===== src/rtl/sha2_sched_pkg.sv =====
package sha2_sched_pkg;

  localparam int WORD_W      = 32;
  localparam int WIN_WORDS   = 16;
  localparam int SCHED_WORDS = 64;
  localparam int BLOCK_W     = WIN_WORDS * WORD_W;

  typedef logic [WORD_W-1:0] word_t;

  function automatic word_t rotr(input word_t x, input int n);
    return (x >> n) | (x << (WORD_W - n));
  endfunction

  // small sigma applied to the far word W[t-15]
  function automatic word_t sig_lo(input word_t x);
    return rotr(x, 7) ^ rotr(x, 18) ^ (x >> 3);
  endfunction

  // small sigma applied to the near word W[t-2]
  function automatic word_t sig_hi(input word_t x);
    return rotr(x, 17) ^ rotr(x, 19) ^ (x >> 10);
  endfunction

endpackage


===== src/rtl/sha2_sched_window.sv =====
module sha2_sched_window
  import sha2_sched_pkg::*;
#(
  parameter int LANES = 4
) (
  input  logic                                clk,
  input  logic                                load,
  input  logic [WIN_WORDS-1:0][WORD_W-1:0]    load_words,
  input  logic                                shift,
  input  logic [LANES-1:0][WORD_W-1:0]        fresh,
  output logic [WIN_WORDS-1:0][WORD_W-1:0]    win
);

  localparam int KEEP = WIN_WORDS - LANES;

  logic [WIN_WORDS-1:0][WORD_W-1:0] win_q;

  always_ff @(posedge clk) begin
    if (load) begin
      win_q <= load_words;
    end else if (shift) begin
      for (int j = 0; j < KEEP; j++) begin
        win_q[j] <= win_q[j+LANES];
      end
      for (int k = 0; k < LANES; k++) begin
        win_q[KEEP+k] <= fresh[k];
      end
    end
  end

  assign win = win_q;

endmodule


===== src/rtl/sha2_sched_psum.sv =====
module sha2_sched_psum
  import sha2_sched_pkg::*;
#(
  parameter int LANES = 4
) (
  input  logic [WIN_WORDS-1:0][WORD_W-1:0] win,
  output logic [LANES-1:0][WORD_W-1:0]     psum
);

  // Window slot k holds W[t+k-16] for the group starting at t.
  localparam int OFS_FAR  = 1;   // W[t-15]
  localparam int OFS_MID  = 9;   // W[t-7]

  for (genvar k = 0; k < LANES; k++) begin : g_lane
    assign psum[k] = win[k] + win[k+OFS_MID] + sig_lo(win[k+OFS_FAR]);
  end

endmodule


===== src/rtl/sha2_sched_tail.sv =====
module sha2_sched_tail
  import sha2_sched_pkg::*;
#(
  parameter int LANES = 4
) (
  input  logic [WIN_WORDS-1:0][WORD_W-1:0] win,
  input  logic [LANES-1:0][WORD_W-1:0]     psum,
  output logic [LANES-1:0][WORD_W-1:0]     fresh
);

  localparam int NEAR_DIST = 2;
  localparam int NEAR_BASE = WIN_WORDS - NEAR_DIST;

  for (genvar k = 0; k < LANES; k++) begin : g_lane
    word_t near_w;
    word_t nw;
    if (k < NEAR_DIST) begin : g_from_win
      assign near_w = win[NEAR_BASE+k];
    end else begin : g_from_lane
      assign near_w = g_lane[k-NEAR_DIST].nw;
    end
    assign nw       = psum[k] + sig_hi(near_w);
    assign fresh[k] = nw;
  end

endmodule


===== src/rtl/sha2_sched4.sv =====
module sha2_sched4
  import sha2_sched_pkg::*;
#(
  parameter int LANES = 4
) (
  input  logic                      clk,
  input  logic                      rst_n,
  input  logic                      in_valid,
  output logic                      in_ready,
  input  logic [BLOCK_W-1:0]        in_block,
  output logic                      out_valid,
  input  logic                      out_ready,
  output logic [LANES*WORD_W-1:0]   out_words,
  output logic                      out_last
);

  localparam int IN_GROUPS  = WIN_WORDS / LANES;
  localparam int ALL_GROUPS = SCHED_WORDS / LANES;
  localparam int GRP_W      = $clog2(ALL_GROUPS);
  localparam logic [GRP_W-1:0] LAST_GRP = GRP_W'(ALL_GROUPS - 1);

  logic             busy_q;
  logic [GRP_W-1:0] grp_q;
  logic             take_in;
  logic             take_out;
  logic             expanding;

  logic [WIN_WORDS-1:0][WORD_W-1:0] load_words;
  logic [WIN_WORDS-1:0][WORD_W-1:0] win;
  logic [LANES-1:0][WORD_W-1:0]     psum;
  logic [LANES-1:0][WORD_W-1:0]     fresh;
  logic [LANES-1:0][WORD_W-1:0]     pick;

  assign in_ready  = !busy_q;
  assign take_in   = in_valid && !busy_q;
  assign take_out  = busy_q && out_ready;
  assign expanding = (int'(grp_q) >= IN_GROUPS);

  for (genvar j = 0; j < WIN_WORDS; j++) begin : g_unpack
    assign load_words[j] = in_block[j*WORD_W +: WORD_W];
  end

  always_ff @(posedge clk) begin
    if (!rst_n) begin
      busy_q <= 1'b0;
      grp_q  <= '0;
    end else if (take_in) begin
      busy_q <= 1'b1;
      grp_q  <= '0;
    end else if (take_out) begin
      grp_q <= grp_q + 1'b1;
      if (grp_q == LAST_GRP) begin
        busy_q <= 1'b0;
      end
    end
  end

  sha2_sched_window #(.LANES(LANES)) u_window (
    .clk        (clk),
    .load       (take_in),
    .load_words (load_words),
    .shift      (take_out && expanding),
    .fresh      (fresh),
    .win        (win)
  );

  sha2_sched_psum #(.LANES(LANES)) u_psum (
    .win  (win),
    .psum (psum)
  );

  sha2_sched_tail #(.LANES(LANES)) u_tail (
    .win   (win),
    .psum  (psum),
    .fresh (fresh)
  );

  always_comb begin
    for (int k = 0; k < LANES; k++) begin
      if (expanding) begin
        pick[k] = fresh[k];
      end else begin
        pick[k] = win[(int'(grp_q) * LANES + k) % WIN_WORDS];
      end
    end
  end

  assign out_valid = busy_q;
  assign out_words = pick;
  assign out_last  = busy_q && (grp_q == LAST_GRP);

endmodule


===== config.mk =====
export PLATFORM = sky130hd
export DESIGN_NAME = sha2_sched4
export DESIGN_NICKNAME = d
export VERILOG_FILES = /design/src/rtl/sha2_sched_pkg.sv /design/src/rtl/sha2_sched_window.sv /design/src/rtl/sha2_sched_psum.sv /design/src/rtl/sha2_sched_tail.sv /design/src/rtl/sha2_sched4.sv
export SDC_FILE = /design/constraint.sdc
export NUM_CORES = 2
export LEC_CHECK = 0
export BUFFER_PORTS_ARGS = -buffer_cell sky130_fd_sc_hd__buf_2
export CAP_MARGIN = 0
export CORE_ASPECT_RATIO = 0.8
export CORE_UTILIZATION = 33
export DETAILED_ROUTE_END_ITERATION = 12
export GPL_ROUTABILITY_DRIVEN = 0
export SLEW_MARGIN = 20
export SYNTH_ARGS = -nofsm -noshare
export SYNTH_HDL_FRONTEND = slang
export SYNTH_SLANG_ARGS = --single-unit

===== constraint.sdc =====
create_clock -name clk -period 96.3 [get_ports clk]
set_input_delay 9.63 -clock clk [delete_from_list [all_inputs] [get_ports clk]]
set_output_delay 9.63 -clock clk [all_outputs]
set_load 0.02 [all_outputs]

==> flow_results.xml <==
<?xml version="1.0" encoding="UTF-8"?>
<metrics>
  <group name="critical_path">
    <metric name="crit_slowest_cell" unit="">xor2_1</metric>
    <metric name="critPathKind" unit="">flip-flop to primary output</metric>
    <metric name="crit_path_start_kind" unit="">flip-flop</metric>
    <metric name="worstPathArrival" unit="ps">10640</metric>
    <metric name="worst-endpoint-required" unit="ps">86670</metric>
    <metric name="critical_path.max_fanout" unit="">5</metric>
    <metric name="timing.critical_path.slowest_cell_delay" unit="ps">980</metric>
    <metric name="critical_path.endpoint_type" unit="">primary output</metric>
  </group>
  <group name="clock_tree">
    <metric name="clockBufferDepth" unit="">3</metric>
    <metric name="clock_sink_count" unit="">517</metric>
    <metric name="cts.repair_timing.setup_buffer_count" unit="">0</metric>
    <metric name="clock_tree_from_tritoncts" unit="">done</metric>
    <metric name="number_of_buffers_created_by_cts" unit="">67</metric>
    <metric name="post_cts_resized" unit="">0</metric>
    <metric name="htree_levels" unit="">3</metric>
    <metric name="hold_buffers" unit="">0</metric>
    <metric name="buffer_cell_driving_the_clock_tree_root" unit="">clkbuf_16</metric>
    <metric name="worst_skew_pair.late_latency" unit="ps">710</metric>
    <metric name="cts.clk_slew.worst_paths" unit="ps">70</metric>
  </group>
  <group name="synthesis">
    <metric name="main_combinational_cell_family_by_area_after_synthesis" unit="">adder cells</metric>
    <metric name="synth-xor-area-share" unit="%">12.4</metric>
    <metric name="post_synth_inst_count" unit="">4344</metric>
    <metric name="ys_seq_area_share" unit="%">36.5</metric>
    <metric name="ys_dominant_reg_cell" unit="">edfxtp_1</metric>
    <metric name="muxShareOfSynthArea" unit="%">8.02</metric>
    <metric name="synth_edf_count" unit="">512</metric>
    <metric name="synthesis.area_per_instance" unit="µm²">9.75</metric>
    <metric name="synth_warnings" unit="">0</metric>
    <metric name="ys_async_sr_fraction" unit="%">0</metric>
    <metric name="synth_compound_area_share" unit="%">7.97</metric>
    <metric name="synth_adder_area_share" unit="%">15.4</metric>
    <metric name="synth_cell_type_count" unit="">77</metric>
    <metric name="syn_area" unit="µm²">42400</metric>
    <metric name="synthSimpleGateAreaFrac" unit="%">14.4</metric>
    <metric name="synth_nets" unit="">5233</metric>
    <metric name="synth-seq-cells" unit="">517</metric>
  </group>
  <group name="floorplan">
    <metric name="core.rowCount" unit="">117</metric>
    <metric name="ports_placed_on_the_boundary" unit="">647</metric>
    <metric name="dieHeight" unit="µm">322</metric>
    <metric name="initial_core_utilization" unit="%">33.3</metric>
    <metric name="die_w" unit="µm">403</metric>
    <metric name="die_area" unit="µm²">130000</metric>
    <metric name="core_region_area" unit="µm²">127000</metric>
  </group>
  <group name="detailed_routing">
    <metric name="finalWirelength" unit="mm">201</metric>
    <metric name="route.vias.total" unit="">36800</metric>
    <metric name="drt_pre_antenna_iters" unit="">6</metric>
    <metric name="post-route-drc-count" unit="">0</metric>
    <metric name="drt-initial-drc-count" unit="">5045</metric>
    <metric name="routed_via_density" unit="">5.53</metric>
    <metric name="ant_nets" unit="">0</metric>
    <metric name="avgRoutedWirePerCell" unit="µm">30.2</metric>
  </group>
  <group name="grt">
    <metric name="first_global_vias" unit="">35000</metric>
    <metric name="grt_antenna_before_repair" unit="">21</metric>
    <metric name="grt_max_degree" unit="">183</metric>
    <metric name="gr-total-overflow" unit="">0</metric>
    <metric name="globalRouteTotalUtil" unit="%">30.4</metric>
    <metric name="global_route_wire_length_before_repair" unit="mm">273</metric>
  </group>
  <group name="timing">
    <metric name="worstMarginPinSlew" unit="ps">1260</metric>
    <metric name="final_max_slew_viol_count" unit="">0</metric>
    <metric name="achievable-frequency" unit="MHz">49.3</metric>
    <metric name="rsz_0062_raised_after_global_routing" unit="">false</metric>
    <metric name="worst_slew_margin_rel" unit="%">15.8</metric>
    <metric name="final.period_utilization" unit="%">21.0</metric>
    <metric name="clock_skew" unit="ps">43.0</metric>
    <metric name="setup_tns" unit="ps">0</metric>
    <metric name="finalSetupViolCount" unit="">0</metric>
    <metric name="timing.final.hold_violations" unit="">0</metric>
    <metric name="final_period_minus_worst_setup_slack" unit="ps">20270</metric>
  </group>
  <group name="cells_and_area">
    <metric name="final_common_cell" unit="">nand2_1</metric>
    <metric name="final_net_count" unit="">5825</metric>
    <metric name="most_frequent_cells_in_the_layout" unit="">nand2_1, buf_2, edfxtp_1, xnor2_1, inv_1</metric>
    <metric name="area_growth_syn_to_layout" unit="%">17.4</metric>
    <metric name="drive_above_1_share" unit="%">20.5</metric>
    <metric name="nFillCells" unit="">12800</metric>
    <metric name="multiInputGateArea" unit="µm²">24700</metric>
    <metric name="final-seq-area" unit="µm²">15500</metric>
  </group>
  <group name="status">
    <metric name="outcome" unit="">completed</metric>
  </group>
  <group name="placed_design">
    <metric name="detailed_place_hpwl" unit="mm">164</metric>
    <metric name="buffer_ports.inserted" unit="">646</metric>
  </group>
  <group name="hold_path">
    <metric name="holdCritPathClass" unit="">flip-flop to flip-flop</metric>
  </group>
  <group name="job">
    <metric name="cap_viol_max_count" unit="">0</metric>
  </group>
</metrics>
## synthesized netlist by cell type, types with 14 or more instances
cell,instances,share of area (%)
nor2b_1,18,0.27
nand2_1,1322,12
ha_1,125,3.7
o21ai_0,279,3.3
fa_1,248,12
o21ai_1,18,0.21
inv_1,414,3.7
o21a_1,14,0.25
xnor2_1,456,9.4
a211oi_1,15,0.27
mux2_2,45,1.2
xor2_1,108,2.2
edfxtp_1,512,36
nand3_1,18,0.21
mux4_2,128,6.8
and3_1,16,0.24
clkbuf_1,156,1.4
nor3_1,29,0.34
a21o_1,51,0.90
a21oi_1,106,1.3
buf_1,22,0.19
nor2_1,76,0.67
## critical path, delay by kind of cell, from the launching register on
| family | cells | cell delay, ps |
|---|---|---|
| compound gates | 15 | 3520 |
| fa+ha+maj | 7 | 3170 |
| xor+xnor | 5 | 2150 |
| flops | 1 | 600 |
| buf+inv | 3 | 380 |
| simple gates | 1 | 110 |
## kinds of logic after synthesis
family                   count (synthesis)
adder cells (fa/ha/maj)                373
multiplexers                           174
AO/OA/AOI/OAI                          567
buffers and inverters                  593
flip-flops                             517
XOR/XNOR                               581
AND/OR/NAND/NOR                       1539
## registers in the layout, indices dropped and copies added (netlist names)
name	count
u_window.win	512
grp_q	4
out_valid	1
## per-stage QoR
stage | hold WS [ps] | cells | util [%] | cell area, µm² | worst slack [ps]
after detailed placement | 529 | 6533 | 37.4 | 47500 | 77150
final | 528 | 6656 | 39.1 | 49700 | 76030
after floorplan | 498 | 4344 | - | 42400 | 48910
after global placement | 518 | 6533 | 37.4 | 47500 | 77200
after global routing | 546 | 6654 | 39.1 | 49700 | 75990
after CTS | 520 | 6654 | 39.1 | 49700 | 76380
## worst paths after layout
kind                      from                 to  slack, ps  depth (start not counted)
min          u_window.win[237]  u_window.win[109]        530                          2
min reg2reg  u_window.win[237]  u_window.win[109]        530                          2
max reg2reg  u_window.win[498]  u_window.win[511]      86370                         29
max          u_window.win[498]     out_words[126]      76030                         31
## per-layer routing
layer  global-route usage, %  share of wire (%)  routed length [µm]  vias up
met1                    39.8                 39               78300    18100
met3                    9.77                 13               25400      503
met2                    44.4                 42               84300     2543
met4                    16.4                6.4               12900       24
met5                   0.731               0.13                 258        -
li1                        -                  -                   -    15600
## area by class of cell
type / count / area share (%)
multi-input cells: 3234 / 49.7
flip-flops and latches: 517 / 31.1
repair buffers: 702 / 7.40
well taps: 1666 / 4.19
clock buffers: 84 / 3.58
inverters: 414 / 3.12
clock inverters: 37 / 0.835
diodes: 2 / 0.0101
Power is not shown: default switching activity piles up to over one toggle a cycle in this logic, so the estimate is an artifact.
